<file path="config.mk">
export PLATFORM = sky130hd
export DESIGN_NAME = tx_stream_pktq
export DESIGN_NICKNAME = d
export VERILOG_FILES = /design/src/rtl/tpq_pkg.sv /design/src/rtl/tpq_word_ram.sv /design/src/rtl/tpq_len_q.sv /design/src/rtl/tpq_stat.sv /design/src/rtl/tx_stream_pktq.sv
export SDC_FILE = /design/constraint.sdc
export NUM_CORES = 1
export LEC_CHECK = 0
export ABC_CLOCK_PERIOD_IN_PS = 9800
export BUFFER_PORTS_ARGS = -buffer_cell sky130_fd_sc_hd__buf_4
export CAP_MARGIN = 20
export CORE_MARGIN = 2
export CORE_UTILIZATION = 50
export CTS_CLUSTER_SIZE = 28
export DETAILED_ROUTE_END_ITERATION = 6
export GPL_TIMING_DRIVEN = 0
export PLACE_DENSITY = 0.64
export REMOVE_ABC_BUFFERS = 1
export SLEW_MARGIN = 20
export SYNTH_ARGS = -nofsm -noshare
export SYNTH_HDL_FRONTEND = slang
export SYNTH_SLANG_ARGS = --single-unit
</file>
<file path="constraint.sdc">
create_clock -name clk_i -period 9.8 [get_ports clk_i]
set_input_delay 1.96 -clock clk_i [delete_from_list [all_inputs] [get_ports clk_i]]
set_output_delay 1.96 -clock clk_i [all_outputs]
set_load 0.01 [all_outputs]
</file>
<file path="src/rtl/tpq_pkg.sv">
package tpq_pkg;
  localparam logic [5:0] OFF_STAT  = 6'h00;
  localparam logic [5:0] OFF_FLUSH = 6'h08;
  localparam logic [5:0] OFF_VAC   = 6'h0C;
  localparam logic [5:0] OFF_DATA  = 6'h10;
  localparam logic [5:0] OFF_LEN   = 6'h14;
  localparam logic [31:0] FLUSH_KEY = 32'h0000_00A5;
  localparam int BIT_OVR  = 28;
  localparam int BIT_TC   = 27;
  localparam int BIT_MIS  = 25;
  localparam int BIT_RSTC = 24;
  typedef struct packed {
    logic ovr;
    logic tc;
    logic mis;
    logic rstc;
  } tpq_evt_t;
endpackage

</file>
<file path="src/rtl/tpq_word_ram.sv">
module tpq_word_ram #(
  parameter int DEPTH  = 16,
  parameter int USABLE = 12,
  parameter int DW     = 32,
  localparam int AW    = $clog2(DEPTH),
  localparam int CW    = $clog2(DEPTH + 1)
) (
  input  logic          clk_i,
  input  logic          rst_ni,
  input  logic          flush_i,
  input  logic          push_i,
  input  logic [DW-1:0] push_data_i,
  input  logic          pop_i,
  output logic [DW-1:0] pop_data_o,
  output logic [CW-1:0] occ_o
);
  logic [DW-1:0] mem_q [DEPTH];
  logic [AW-1:0] wr_ptr_q, rd_ptr_q;

  function automatic logic [AW-1:0] bump(input logic [AW-1:0] p);
    return (p == AW'(DEPTH - 1)) ? '0 : p + AW'(1);
  endfunction

  always_ff @(posedge clk_i) begin
    if (push_i && !flush_i) mem_q[wr_ptr_q] <= push_data_i;
  end

  always_ff @(posedge clk_i or negedge rst_ni) begin
    if (!rst_ni) begin
      wr_ptr_q <= '0;
      rd_ptr_q <= '0;
      occ_o    <= '0;
    end else if (flush_i) begin
      wr_ptr_q <= '0;
      rd_ptr_q <= '0;
      occ_o    <= '0;
    end else begin
      if (push_i) wr_ptr_q <= bump(wr_ptr_q);
      if (pop_i)  rd_ptr_q <= bump(rd_ptr_q);
      occ_o <= occ_o + CW'(push_i) - CW'(pop_i);
    end
  end

  assign pop_data_o = mem_q[rd_ptr_q];

  AST_NO_OVERFLOW: assert property (@(posedge clk_i) disable iff (!rst_ni)
    occ_o <= CW'(USABLE));
  AST_NO_UNDERFLOW: assert property (@(posedge clk_i) disable iff (!rst_ni)
    pop_i |-> occ_o != '0);
endmodule

</file>
<file path="src/rtl/tpq_len_q.sv">
module tpq_len_q #(
  parameter int DEPTH = 16,
  localparam int AW   = $clog2(DEPTH),
  localparam int CW   = $clog2(DEPTH + 1)
) (
  input  logic          clk_i,
  input  logic          rst_ni,
  input  logic          flush_i,
  input  logic          push_i,
  input  logic [CW-1:0] push_cnt_i,
  input  logic          pop_i,
  output logic [CW-1:0] head_o,
  output logic          avail_o
);
  logic [CW-1:0] cnt_q [DEPTH];
  logic [AW-1:0] wr_q, rd_q;
  logic [CW-1:0] fill_q;

  function automatic logic [AW-1:0] bump(input logic [AW-1:0] p);
    return (p == AW'(DEPTH - 1)) ? '0 : p + AW'(1);
  endfunction

  always_ff @(posedge clk_i) begin
    if (push_i && !flush_i) cnt_q[wr_q] <= push_cnt_i;
  end

  always_ff @(posedge clk_i or negedge rst_ni) begin
    if (!rst_ni) begin
      wr_q <= '0; rd_q <= '0; fill_q <= '0;
    end else if (flush_i) begin
      wr_q <= '0; rd_q <= '0; fill_q <= '0;
    end else begin
      if (push_i) wr_q <= bump(wr_q);
      if (pop_i)  rd_q <= bump(rd_q);
      fill_q <= fill_q + CW'(push_i) - CW'(pop_i);
    end
  end

  assign head_o  = cnt_q[rd_q];
  assign avail_o = fill_q != '0;

  AST_LENQ_ROOM: assert property (@(posedge clk_i) disable iff (!rst_ni)
    push_i |-> fill_q < CW'(DEPTH));
  AST_LENQ_NONZERO: assert property (@(posedge clk_i) disable iff (!rst_ni)
    push_i |-> push_cnt_i != '0);
endmodule

</file>
<file path="src/rtl/tpq_stat.sv">
module tpq_stat
  import tpq_pkg::*;
(
  input  logic     clk_i,
  input  logic     rst_ni,
  input  tpq_evt_t set_i,
  input  logic     clr_we_i,
  input  tpq_evt_t clr_i,
  output tpq_evt_t stat_o
);
  always_ff @(posedge clk_i or negedge rst_ni) begin
    if (!rst_ni) stat_o <= '0;
    else         stat_o <= (stat_o & ~(clr_we_i ? clr_i : '0)) | set_i;
  end

  AST_CLR_ZERO_KEEPS: assert property (@(posedge clk_i) disable iff (!rst_ni)
    clr_we_i && clr_i == '0 |=> (stat_o & $past(stat_o)) == $past(stat_o));
endmodule

</file>
<file path="src/rtl/tx_stream_pktq.sv">
module tx_stream_pktq
  import tpq_pkg::*;
#(
  parameter int DEPTH     = 16,
  parameter int HOLD_BACK = 4
) (
  input  logic        clk_i,
  input  logic        rst_ni,
  input  logic        reg_wr_i,
  input  logic [5:0]  reg_addr_i,
  input  logic [31:0] reg_wdata_i,
  output logic [31:0] reg_rdata_o,
  output logic [31:0] m_tdata_o,
  output logic        m_tvalid_o,
  input  logic        m_tready_i,
  output logic        m_tlast_o
);
  localparam int USABLE = DEPTH - HOLD_BACK;
  localparam int CW     = $clog2(DEPTH + 1);
  localparam logic [CW-1:0] USABLE_C = CW'(USABLE);

  logic          wr_data, wr_len, wr_flush, wr_stat;
  logic          room, push, commit, pkt_push, hs, pkt_pop;
  logic [CW-1:0] occ, pend_q, sent_q, head;
  logic          avail;
  logic [31:0]   exp_bytes, vacancy, stat_word;
  tpq_evt_t      evt, clr, stat;

  assign wr_data  = reg_wr_i && reg_addr_i == OFF_DATA;
  assign wr_len   = reg_wr_i && reg_addr_i == OFF_LEN;
  assign wr_stat  = reg_wr_i && reg_addr_i == OFF_STAT;
  assign wr_flush = reg_wr_i && reg_addr_i == OFF_FLUSH && reg_wdata_i == FLUSH_KEY;

  assign room     = occ < USABLE_C;
  assign push     = wr_data && room;
  assign commit   = wr_len;
  assign pkt_push = commit && pend_q != '0;
  assign exp_bytes = {{(30-CW){1'b0}}, pend_q, 2'b00};

  // words written since the last commit
  always_ff @(posedge clk_i or negedge rst_ni) begin
    if (!rst_ni)       pend_q <= '0;
    else if (wr_flush) pend_q <= '0;
    else if (commit)   pend_q <= '0;
    else if (push)     pend_q <= pend_q + CW'(1);
  end

  tpq_word_ram #(.DEPTH(DEPTH), .USABLE(USABLE), .DW(32)) u_ram (
    .clk_i, .rst_ni,
    .flush_i    (wr_flush),
    .push_i     (push),
    .push_data_i(reg_wdata_i),
    .pop_i      (hs),
    .pop_data_o (m_tdata_o),
    .occ_o      (occ)
  );

  tpq_len_q #(.DEPTH(DEPTH)) u_lenq (
    .clk_i, .rst_ni,
    .flush_i   (wr_flush),
    .push_i    (pkt_push),
    .push_cnt_i(pend_q),
    .pop_i     (pkt_pop),
    .head_o    (head),
    .avail_o   (avail)
  );

  assign m_tvalid_o = avail;
  assign m_tlast_o  = avail && (sent_q + CW'(1) == head);
  assign hs         = m_tvalid_o && m_tready_i;
  assign pkt_pop    = hs && m_tlast_o;

  always_ff @(posedge clk_i or negedge rst_ni) begin
    if (!rst_ni)       sent_q <= '0;
    else if (wr_flush) sent_q <= '0;
    else if (pkt_pop)  sent_q <= '0;
    else if (hs)       sent_q <= sent_q + CW'(1);
  end

  always_comb begin
    evt.ovr  = wr_data && !room;
    evt.tc   = pkt_pop;
    evt.mis  = commit && reg_wdata_i != exp_bytes;
    evt.rstc = wr_flush;
    clr.ovr  = reg_wdata_i[BIT_OVR];
    clr.tc   = reg_wdata_i[BIT_TC];
    clr.mis  = reg_wdata_i[BIT_MIS];
    clr.rstc = reg_wdata_i[BIT_RSTC];
  end

  tpq_stat u_stat (
    .clk_i, .rst_ni,
    .set_i   (evt),
    .clr_we_i(wr_stat),
    .clr_i   (clr),
    .stat_o  (stat)
  );

  assign vacancy = 32'(USABLE_C - occ);

  always_comb begin
    stat_word           = '0;
    stat_word[BIT_OVR]  = stat.ovr;
    stat_word[BIT_TC]   = stat.tc;
    stat_word[BIT_MIS]  = stat.mis;
    stat_word[BIT_RSTC] = stat.rstc;
    unique case (reg_addr_i)
      OFF_STAT: reg_rdata_o = stat_word;
      OFF_VAC:  reg_rdata_o = vacancy;
      default:  reg_rdata_o = '0;
    endcase
  end

  AST_STALL_HOLD: assert property (@(posedge clk_i) disable iff (!rst_ni)
    m_tvalid_o && !m_tready_i && !wr_flush |=>
      m_tvalid_o && $stable(m_tdata_o) && $stable(m_tlast_o));
  AST_VAC_LIMIT: assert property (@(posedge clk_i) disable iff (!rst_ni)
    vacancy <= 32'(USABLE));
  AST_OVR_FLAG: assert property (@(posedge clk_i) disable iff (!rst_ni)
    wr_data && occ == USABLE_C |=> stat.ovr && occ == $past(occ) - CW'($past(hs)));
  AST_TC_FLAG: assert property (@(posedge clk_i) disable iff (!rst_ni)
    hs && m_tlast_o |=> stat.tc);
  AST_FLUSH_EMPTY: assert property (@(posedge clk_i) disable iff (!rst_ni)
    wr_flush |=> !m_tvalid_o && occ == '0 && stat.rstc);
  AST_HIDDEN_UNTIL_COMMIT: assert property (@(posedge clk_i) disable iff (!rst_ni)
    !m_tvalid_o && !pkt_push |=> !m_tvalid_o);
endmodule

</file>
# Yosys cells after proc, flatten, opt, wreduce, memory -nomap -nowiden
# Memory sizes are Yosys's and may differ from the RTL's.
# Index checks and enable logic that the tools add are counted.
# W data, S select, Z words.
[totals]
regBits = 40
ram_bits = 592
in_bits = 42
output_inout_bits = 66
wordCells = 91
mem_count = 2
[mem_list]
columns = ["name", "depth", "word_bits", "rd", "rd_ports_with_merged_regs", "wr", "line_no", "text"]
rows = [
  ["u_ram.mem_q", 16, 32, 1, 0, 1, "tpq_word_ram.sv:17", "logic [DW-1:0] mem_q [DEPTH];"],
  ["u_lenq.cnt_q", 16, 5, 1, 0, 1, "tpq_len_q.sv:15", "logic [CW-1:0] cnt_q [DEPTH];"],
]
[op_classes]
addsub = 11
magnitude_cmp = 1
eq_ne = 11
muxes = 26
bitwise = 3
reduce_logical = 25
[op_table]
columns = ["op", "n"]
rows = [
  ["$pmux W32 S2", 1],
  ["$mux W4", 13],
  ["$mux W5", 8],
  ["$eq A32 B8 Y1 const B", 1],
  ["$ne A32 B7 Y1", 1],
  ["$add A4 B1 Y4 const B", 4],
  ["$eq A4 B4 Y1 const B", 4],
  ["$logic_and A1 B1 Y1", 14],
  ["$eq A6 B4 Y1 const B", 2],
  ["$eq A6 B5 Y1 const B", 2],
  ["$add A5 B1 Y5", 2],
  ["$add A5 B1 Y5 const B", 2],
  ["$reduce_bool A5 Y1", 2],
  ["$sub A5 B1 Y5", 2],
  ["$reduce_bool A2 Y1", 4],
  ["$logic_not A6 Y1", 1],
  ["$reduce_bool A3 Y1", 2],
  ["$sub A4 B5 Y6 const A", 1],
  ["$eq A5 B5 Y1", 1],
  ["$lt A5 B4 Y1 const B", 1],
  ["$and A4 B4 Y4", 1],
  ["$mux W1", 4],
  ["$not A4 Y4", 1],
  ["$or A4 B4 Y4", 1],
  ["$logic_not A1 Y1", 2],
]

# Depth between registers and ports, before layout
# Gate-level depths: netlist (run 1).
[depth]
word_depth = 7
mapped_depth = 17
depth_no_buf = 15

# Modules after synthesis
# From an unflattened synthesis (run 1), not the netlist that was laid out.
[unflattened]
hier_cells = 1384
hier_area_um2 = 25858.6
[modules_own_cells]
columns = ["mod", "n_inst", "cells_each", "area_per_inst_um2", "seq_area_each_um2"]
rows = [
  ["tpq_word_ram", 1, 963, 20482.1, 15700.1],
  ["tpq_len_q", 1, 256, 4010.1, 2727.6],
  ["tx_stream_pktq", 1, 153, 1221.2, 250.2],
  ["tpq_stat", 1, 12, 145.1, 100.1],
]

# Least setup slack after synthesis (run 1)
# No wires, ideal clock.
[synth_path]
path_type = "input to output"
start = "input reg_addr_i[5]"
end = "output reg_rdata_o[10]"
arrival_ps = 4496
required_ps = 7840
setup_slack_ps = 3344
cell_stages = 4
path_buffers = 1
cell_sequence = "nor3b_1 nand3_1 a211oi_1 buf_4"
[synth_between]
elab_chain_cells = 2
word_cells_on_any_way = 3
classes_between = "eq/ne: 1; mux: 1; reduce/logical: 1"
[synth_lines]
columns = ["element", "line_no", "text"]
rows = [
  ["from (decl)", "tx_stream_pktq.sv:10", "input logic [5:0] reg_addr_i,"],
  ["$eq A6 B4 Y1 or $logic_not A6 Y1 (tied branches)", "tx_stream_pktq.sv:107", "unique case (reg_addr_i)"],
  ["$pmux W32 S2 *", "tx_stream_pktq.sv:107", ""],
  ["to (decl)", "tx_stream_pktq.sv:12", "output logic [31:0] reg_rdata_o,"],
]
# Every way passes the cells marked *; elsewhere a longest branch is shown, timed or not.

# Worst setup path in the final report (run 1)
[layout_path]
start = "register u_lenq.rd_q[0]"
end = "output m_tlast_o"
[layout_between]
elab_chain_cells = 3
[layout_lines]
columns = ["element", "line_no", "text"]
rows = [
  ["from (decl)", "tpq_len_q.sv:16", "logic [AW-1:0] wr_q, rd_q;"],
  ["from (signal assigned)", "tpq_len_q.sv:34", "if (pop_i) rd_q <= bump(rd_q);"],
  ["$mem_v2 Z16 W5", "--", ""],
  ["$eq A5 B5 Y1", "tx_stream_pktq.sv:69", "assign m_tlast_o = avail && (sent_q + CW'(1) == head);"],
  ["$logic_and A1 B1 Y1", "tx_stream_pktq.sv:69", ""],
  ["to (decl)", "tx_stream_pktq.sv:16", "output logic m_tlast_o"],
]
# No other way between the ends.

==> results of run 1 <==
[flip-flops by register name, summed over array words and instances (netlist names)]
register and count:
sent_q 5, u_lenq.rd_q 4, u_stat.stat_o 4, u_ram.rd_ptr_q 4, u_ram.occ_o 5, u_ram.wr_ptr_q 4, u_lenq.wr_q 4, u_ram.mem_q 512
pend_q 5, u_lenq.cnt_q 80, u_lenq.fill_q 5
[critical path: stages, from the launching register on]
cell and delay, ps:
dfrtp_2 860, mux4_1 750, mux4_2 520, xor2_1 180, nor4_4 390, nand3_1 270
and2b_1 290, buf_4 110
[per-stage QoR]
step	total power [µW]	instances	setup slack [ps]	cell area, µm²
detailed placement	5190	1920	4060	27000
global placement	5370	1901	-825	26600
floorplan	4640	1122	-53.8	25000
CTS	7570	2040	3750	29100
finish	7490	2040	3860	29100
global route	7810	2040	3650	29100
[cell type report]
cell class              count  area, µm²
clock buffers              92       1820
well taps                 672        841
fillers                  3697      21000
multi-input cells         465       6160
flip-flops and latches    632      18800
inverters                  25       93.8
clock inverters            28        246
repair buffers            126       1140
[metal layers]
layer / track usage (%) / up-vias / wire length [µm]
met1: 28.2 / 6380 / 21800
met5: 0 / - / 27
met3: 4.07 / 80 / 3190
met4: 5.76 / 4 / 1170
met2: 35.3 / 402 / 27600
li1: - / 5170 / -
[kinds of logic (layout without fill, tap and decap cells)]
logic type                 Yosys count  in the layout  synth area share [%]
AOI/OAI and AO/OA                   55             55                  1.51
xor gates and xnor gates            28             28                 0.968
adders and majority gates           31             31                  1.59
buffers and inverters              100            271                  1.90
DFF                                632            632                  74.1
muxes                              187            187                  16.4
and+or+nand+nor                    164            164                  3.55
[worst max-delay path by stage]
stage                                  from              end  slack, ps  cells past startpoint
after global routing         u_lenq.rd_q[0]        m_tlast_o       3650                      7
after global placement    u_ram.rd_ptr_q[0]     m_tdata_o[1]       -820                      3
final                        u_lenq.rd_q[0]        m_tlast_o       3860                      7
after CTS                    u_lenq.rd_q[1]        m_tlast_o       3750                      7
after detailed placement      reg_addr_i[5]  reg_rdata_o[24]       4060                      7
after floorplan               reg_addr_i[5]  reg_rdata_o[24]        -50                      4
[placed cells by master (no fill, tap or decap), types with 15 or more instances in the layout]
| master | synthesis | final |
|---|---|---|
| edfxtp_1 | 592 | 592 |
| mux4_2 | 173 | 173 |
| buf_4 | 23 | 113 |
| clkbuf_16 | 0 | 69 |
| nor2_1 | 36 | 35 |
| dfrtp_1 | 40 | 34 |
| ha_1 | 29 | 29 |
| inv_1 | 24 | 24 |
| nand2_1 | 23 | 23 |
| clkbuf_1 | 25 | 22 |
| and2_1 | 26 | 18 |
| nand3_1 | 16 | 16 |
| xnor2_1 | 15 | 15 |
[power by group]
group / switching (µW) / internal (µW) / total, µW
Combinational: 802 / 1040 / 1840
Clock: 1010 / 1390 / 2400
Sequential: 223 / 3030 / 3250
Total: 2030 / 5460 / 7490
==> run summary, run 1 <==
The run gives 0 as the hold buffer count at cts. Headroom to the max-slew limit came out at 44.4%. The count of nets left with antenna violations after detail routing came out at 0. The tools report the register area share after synthesis as 74.1%.

The path category of the worst min-delay check was reg -> reg. The clock insertion delay at the later pin of the skew report came out at 600 ps. The run gives 2 as the initial antenna violation count. The repair_antennas step left the layout with diodes totalling 0.

For this run, asynchronously set or reset flops after synthesis account for 6.33%. The startpoint of the worst hold path is u_stat.stat_o[3]. The capture endpoint of the worst hold path is u_stat.stat_o[3]. For the highest clock rate, the log shows 168 MHz. The mean instance size in the synthesized netlist came out at 21.2 µm². From synthesis to final layout, the design area changed by 14.8%.

The tool flagged a number of max-cap violations equal to 0. The net count of the finished layout is 1390. The die outline height was 229 µm.

The region available for standard cell placement spans 50100 µm². The total clock buffers created by CTS was 67; the number of warnings issued by yosys was 0. Subtracting the final worst setup slack from the clock period gives 5940 ps. Maximum VDD drop: 0.146 mV. The tools report the total global-route track usage as 21.0%. The buffer type at the clock tree root was clkbuf_16.

In the synthesized netlist, the number of instances is 1197. STA puts the critical path data required time at 7840 ps. The synthesized design devotes to its leading area cell type 70.2% of total area.

Dividing the detail-routed wire length by the instance count gives 26.3 µm. Share of final-layout standard cells stronger than drive strength 1: 30.6%. The endpoint type of the worst setup path was a primary output.

Counting distinct cell types in the post-synthesis netlist gives 53. Setup slack on the worst reg-to-reg path comes out at 5040 ps. The congestion estimate from routability-driven global placement came to 0.775.

Entering global routing, the biggest net connects 41 pins. The die width was 229 µm. Of all cell types, the one taking the most synthesized area is edfxtp_1. After detailed routing, the number of remaining DRC violations is 0. The count of state elements after synthesis came out at 632.

For the floorplan die area, the log shows 52500 µm². Of all nets on the critical path, the largest fanout is 27. The final cycle utilization of the critical path is 60.7%. The mapped netlist covers 25300 µm².

The first global-routing pass estimated 80.0 mm of wire. The worst hold path was traced through 2 stages. For this block, the routed nets add up to 53.7 mm of wire.

The register clock-pin slew on the reported worst setup and hold paths was 60 ps; the setup total negative slack was 0 ps. Dividing total power by cell area gives a power density of 257 nW/µm². The number of levels the H-tree was split into came out at 3. The tools report the static leakage power as 0.00979 µW. The half-perimeter wire length of the detailed placement result is 29.2 mm. The commonest cells after synthesis are edfxtp_1 (592), mux4_2 (173), dfrtp_1 (40).

The tightest hold path in the finished design has a slack of 491 ps. For this run, the detailed router's first-pass iteration total came to 5. The via count of the routed design came out at 12000. The most numerous cell in the Yosys netlist is edfxtp_1. Final number of hold-violating endpoints: 0. For the number of global-route vias before repair, the log shows 12500. The most used flip-flop cell after synthesis is edfxtp_1. Clock skew on the completed layout was measured at 19.7 ps. The number of pins with negative max-slew slack in the final report was 0; the number of cell rows was 82. Once layout is complete, the utilization of the core stands at 58.1%.

The critical path is of the reg -> out type. For this configuration, the core starts out at a cell density of 50.6%. The flow ran to the end, and the final reports show no timing, DRC or antenna violations. The transition time at the pin with the least slew margin works out to 826 ps. Once the clock tree was built, the resizer swapped 0 gates to a different size.

Clock tree synthesis found a total of 632 sinks. The endpoint identified for the worst register-to-register timing path is u_lenq.fill_q[4]. The kind of start point of the critical path was a flop. No sink is reached through more buffers than the 3 on the longest clock path.

In the post-synthesis netlist, the biggest area contributors are edfxtp_1 (70%), mux4_2 (15%), dfrtp_1 (4.0%). At the worst endpoint, the arrival time is 3980 ps. Setup repair after global routing left no endpoint under its margin. The number of setup buffers added after CTS is 0. Yosys mapped a number of flops with a built-in enable equal to 592. The worst register-to-register path begins at u_lenq.rd_q[0]. The depth of the worst register-to-register path was 14. The run gives 1025 as the count of routing violations after the opening detailed-route iteration.

TritonCTS built the clock tree. Input and output buffers added on the ports amount to 107. For the sum of overflow across all layers after global routing, the log shows 0. Using the TritonRoute via totals, the vias-per-cell ratio works out to 5.90. The logs give 108 for the number of top-level pins and 0 for the final number of setup-violating endpoints.
(Power assumes the default switching activity.)
==> run 2: changes to the inputs <==
- ABC_CLOCK_PERIOD_IN_PS: 9800 -> 4800
- PLACE_DENSITY: 0.64 -> 0.66
- clock period: 9.8 -> 4.8 ns (I/O delays scaled with it)
==> run 2 against run 1 <==
Die area unchanged. Via count down 0.28%. Final area up 0.14%. Critical path depth unchanged. Power up 100%. Global-route usage down 0.49 points. Sequential power up 100%. Cell count about the same. Clock power up 98%. Largest cell class unchanged.
==> run summary, run 2 (synthesis results as in run 1) <==
In this run the horizontal extent of the chip is 229 µm. Per report_power, the sequential group accounts for 43.3% of the total. The tools report the first-pass iteration count of the detailed router as 7.

The largest fanout of any net on the critical path was 15. Clock tree synthesis found a total of 632 sinks. The number of nets in the final layout came out at 1399.

Data on the critical path arrives at its endpoint at 3630 ps. The first global-routing pass estimated 79.2 mm of wire. The final wirelength is 52.4 mm. Pin placement for this block handled 108 I/O pins. Detailed routing placed a total of 26.7 mm of wire on met2.

The final critical delay including setup and external delays came out at 4590 ps. The initial antenna violation count came out at 2. At the pin with the least slew margin, the transition time is 762 ps. Setup slack closes at 208 ps. For this run, the slowest stage of the critical path takes 660 ps.

In the detailed route, the total length drawn on met3 is 2.96 mm. The final number of hold-violating endpoints was 0. The highest metal layer carrying signal wires in the routed design is met5. The final clock skew is 38.7 ps, and the depth of the worst register-to-register path is 14. The net switching fraction of the power works out to 26.9%.

The library cell used most frequently in the layout, excluding fill and tap cells, is edfxtp_1. The tightest hold path in the finished design has a slack of 355 ps. Ranked by flip-flop count, first place goes to u_ram.mem_q.

Per report_power, the combinational group accounts for 25.4% of the total. The HPWL after detailed placement is 29.2 mm. The pin count of the biggest net entering global routing is 49. The sum of overflow across all layers after global routing is 0. The number of global-route vias before repair was 12600.

The number of cell rows came out at 82. At the worst endpoint, the required time is 3840 ps. The average wire length per cell after detail routing came out at 25.7 µm. The area growth from synthesis to layout is 15.0%. The path category of the worst min-delay check is in -> async. The logs give 3670 for the layout filler cell count and 50.6% for the starting density of the core. The worst setup path is captured at a primary output.

For the post-detailed-placement cell area, the log shows 27100 µm². Hold repair after CTS inserted 0 buffers. The total clock buffers created by CTS came out at 67. The floorplan die area was 52500 µm²; the register clock-pin slew on the reported worst setup and hold paths was 70 ps.

For flop-to-flop paths, the worst setup slack is 390 ps. The number of max-cap violations was 0. Number of placed instances with taps included: 1923.

Global routing consumed, over all layers together, 20.5% of the routing resources. The finished layout holds 2041 standard cells, fillers aside. Setup repair after global routing left no endpoint under its margin. For this block, the via count after detailed routing is 12000.

The flow ran to the end, and the final reports show no timing, DRC or antenna violations. Summed over all cells, the static leakage comes to 0.00982 µW. Timing would allow up to 218 MHz. Dividing total power by cell area gives a power density of 521 nW/µm². The core region is 50100 µm². The category of the most critical setup path is reg -> out. The finished cells cover 29100 µm². The switching power of the nets came out at 4090 µW. The largest registers in the layout are u_ram.mem_q x512, u_lenq.cnt_q x80. The number of levels the H-tree was split into was 3; the clock network fraction of total power was 31.2%. The run gives 23.1 ps as the worst-case setup slack after placement. The final cycle utilization of the critical path came out at 95.7%. The run gives 0.270 mV as the maximum VDD drop.

TritonCTS built the clock tree. The count of nets left with antenna violations after detail routing was 0. The run gives 21.6 mm as the total routed wire length on the met1 layer. Traced cell by cell, the critical path runs through mux4_1 -> mux4_2 -> xor2_1 -> nor4_4 -> nand3_1 -> and2b_1 -> buf_4. Input and output buffers added on the ports amount to 107.

After detailed routing, the number of remaining DRC violations is 0. The number of pins with negative max-slew slack in the final report was 0. At the end of routability-driven placement, the weighted congestion stood at 0.815. Internal power: 11100 µW. The via count normalized by instance count came out at 5.88. Slowest library cell on the worst path: mux4_1.

Clock tree synthesis selected as its root buffer the cell clkbuf_16. Die outline height: 229 µm. The run gives 600 ps as the clock insertion delay at the later pin of the skew report. The worst setup path is launched from a flop. In the layout the commonest cells are edfxtp_1 (592), mux4_2 (173), buf_4 (118). The number of antenna diodes in the final layout is 0.

The longest clock path from root to sink contains 3 buffers. The final number of setup-violating endpoints is 0, and the share of final-layout standard cells stronger than drive strength 1 is 31.0%. The register with the most flip-flops in the layout has 512 of them. For the worst slew margin relative to its limit, the log shows 48.7%. In this run, the number of DRC markers left after iteration 0 of detailed routing was 1117.
[run 2: cell types whose count changed in the layout (fill, tap and decap cells not counted), sizes merged]
cell	change
buf	+9
clkbuf	-5
bufinv	-1
clkinv	-1
inv	-1
[run 2: power by group through the flow]
stage | clock [µW] | sequential [µW] | combinational (µW)
2_1_floorplan | 0 | 6870 | 2600
3_3_place_gp | 0 | 7200 | 3570
3_5_place_dp | 0 | 6730 | 3870
4_1_cts | 4820 | 6590 | 3920
5_1_grt | 5030 | 6610 | 4200
6_report | 4740 | 6580 | 3860
[run 2: worst paths after layout]
kind / from / end
worst min register to register: u_stat.stat_o[0] / u_stat.stat_o[0]
worst max-delay path: u_lenq.rd_q[0] / m_tlast_o
worst min-delay path: rst_ni / u_lenq.rd_q[3]
max in group asynchronous: rst_ni / u_ram.rd_ptr_q[2]
min in group clk_i: u_stat.stat_o[0] / u_stat.stat_o[0]
worst max register to register: u_lenq.rd_q[0] / u_lenq.fill_q[4]
[run 2: critical path: cells and delay by family, from the launching register on]
family	cells	cell delay [ps]
muxes	2	1180
buffers and inverters	1	110
xor gates and xnor gates	1	190
and+or+nand+nor	3	980
DFF	1	570
[run 2: stage by stage]
| step | total power (µW) | utilization, % | TNS, ps |
|---|---|---|---|
| final | 15200 | 58.2 | 0 |
| after detailed placement | 10600 | 54.1 | 0 |
| after global routing | 15900 | 58.2 | 0 |
| after CTS | 15300 | 58.1 | 0 |
| after floorplan | 9470 | - | -156660 |
| after global placement | 10800 | 53.1 | -445570 |
[run 2: layout make-up]
cell class	count	area [µm²]	area share, %
multi-input combinational	465	6160	21.1
clock inverter	25	180	0.618
sequential	632	18800	64.5
tap	672	841	2.89
timing repair buffer	135	1270	4.36
inverter	25	93.8	0.322
clock buffer	87	1800	6.19
[run 2: timing repair]
action                     in CTS  in global routing
buffers inserted                1                  5
setup endpoints to repair       2                  1
gates resized for setup         1                  1
[run 2: layer usage]
metal | up-vias | GRT usage, %
met4 | 4 | 6.51
met5 | - | 0
li1 | 5176 | -
met3 | 85 | 3.51
met1 | 6377 | 27.6
met2 | 360 | 34.4
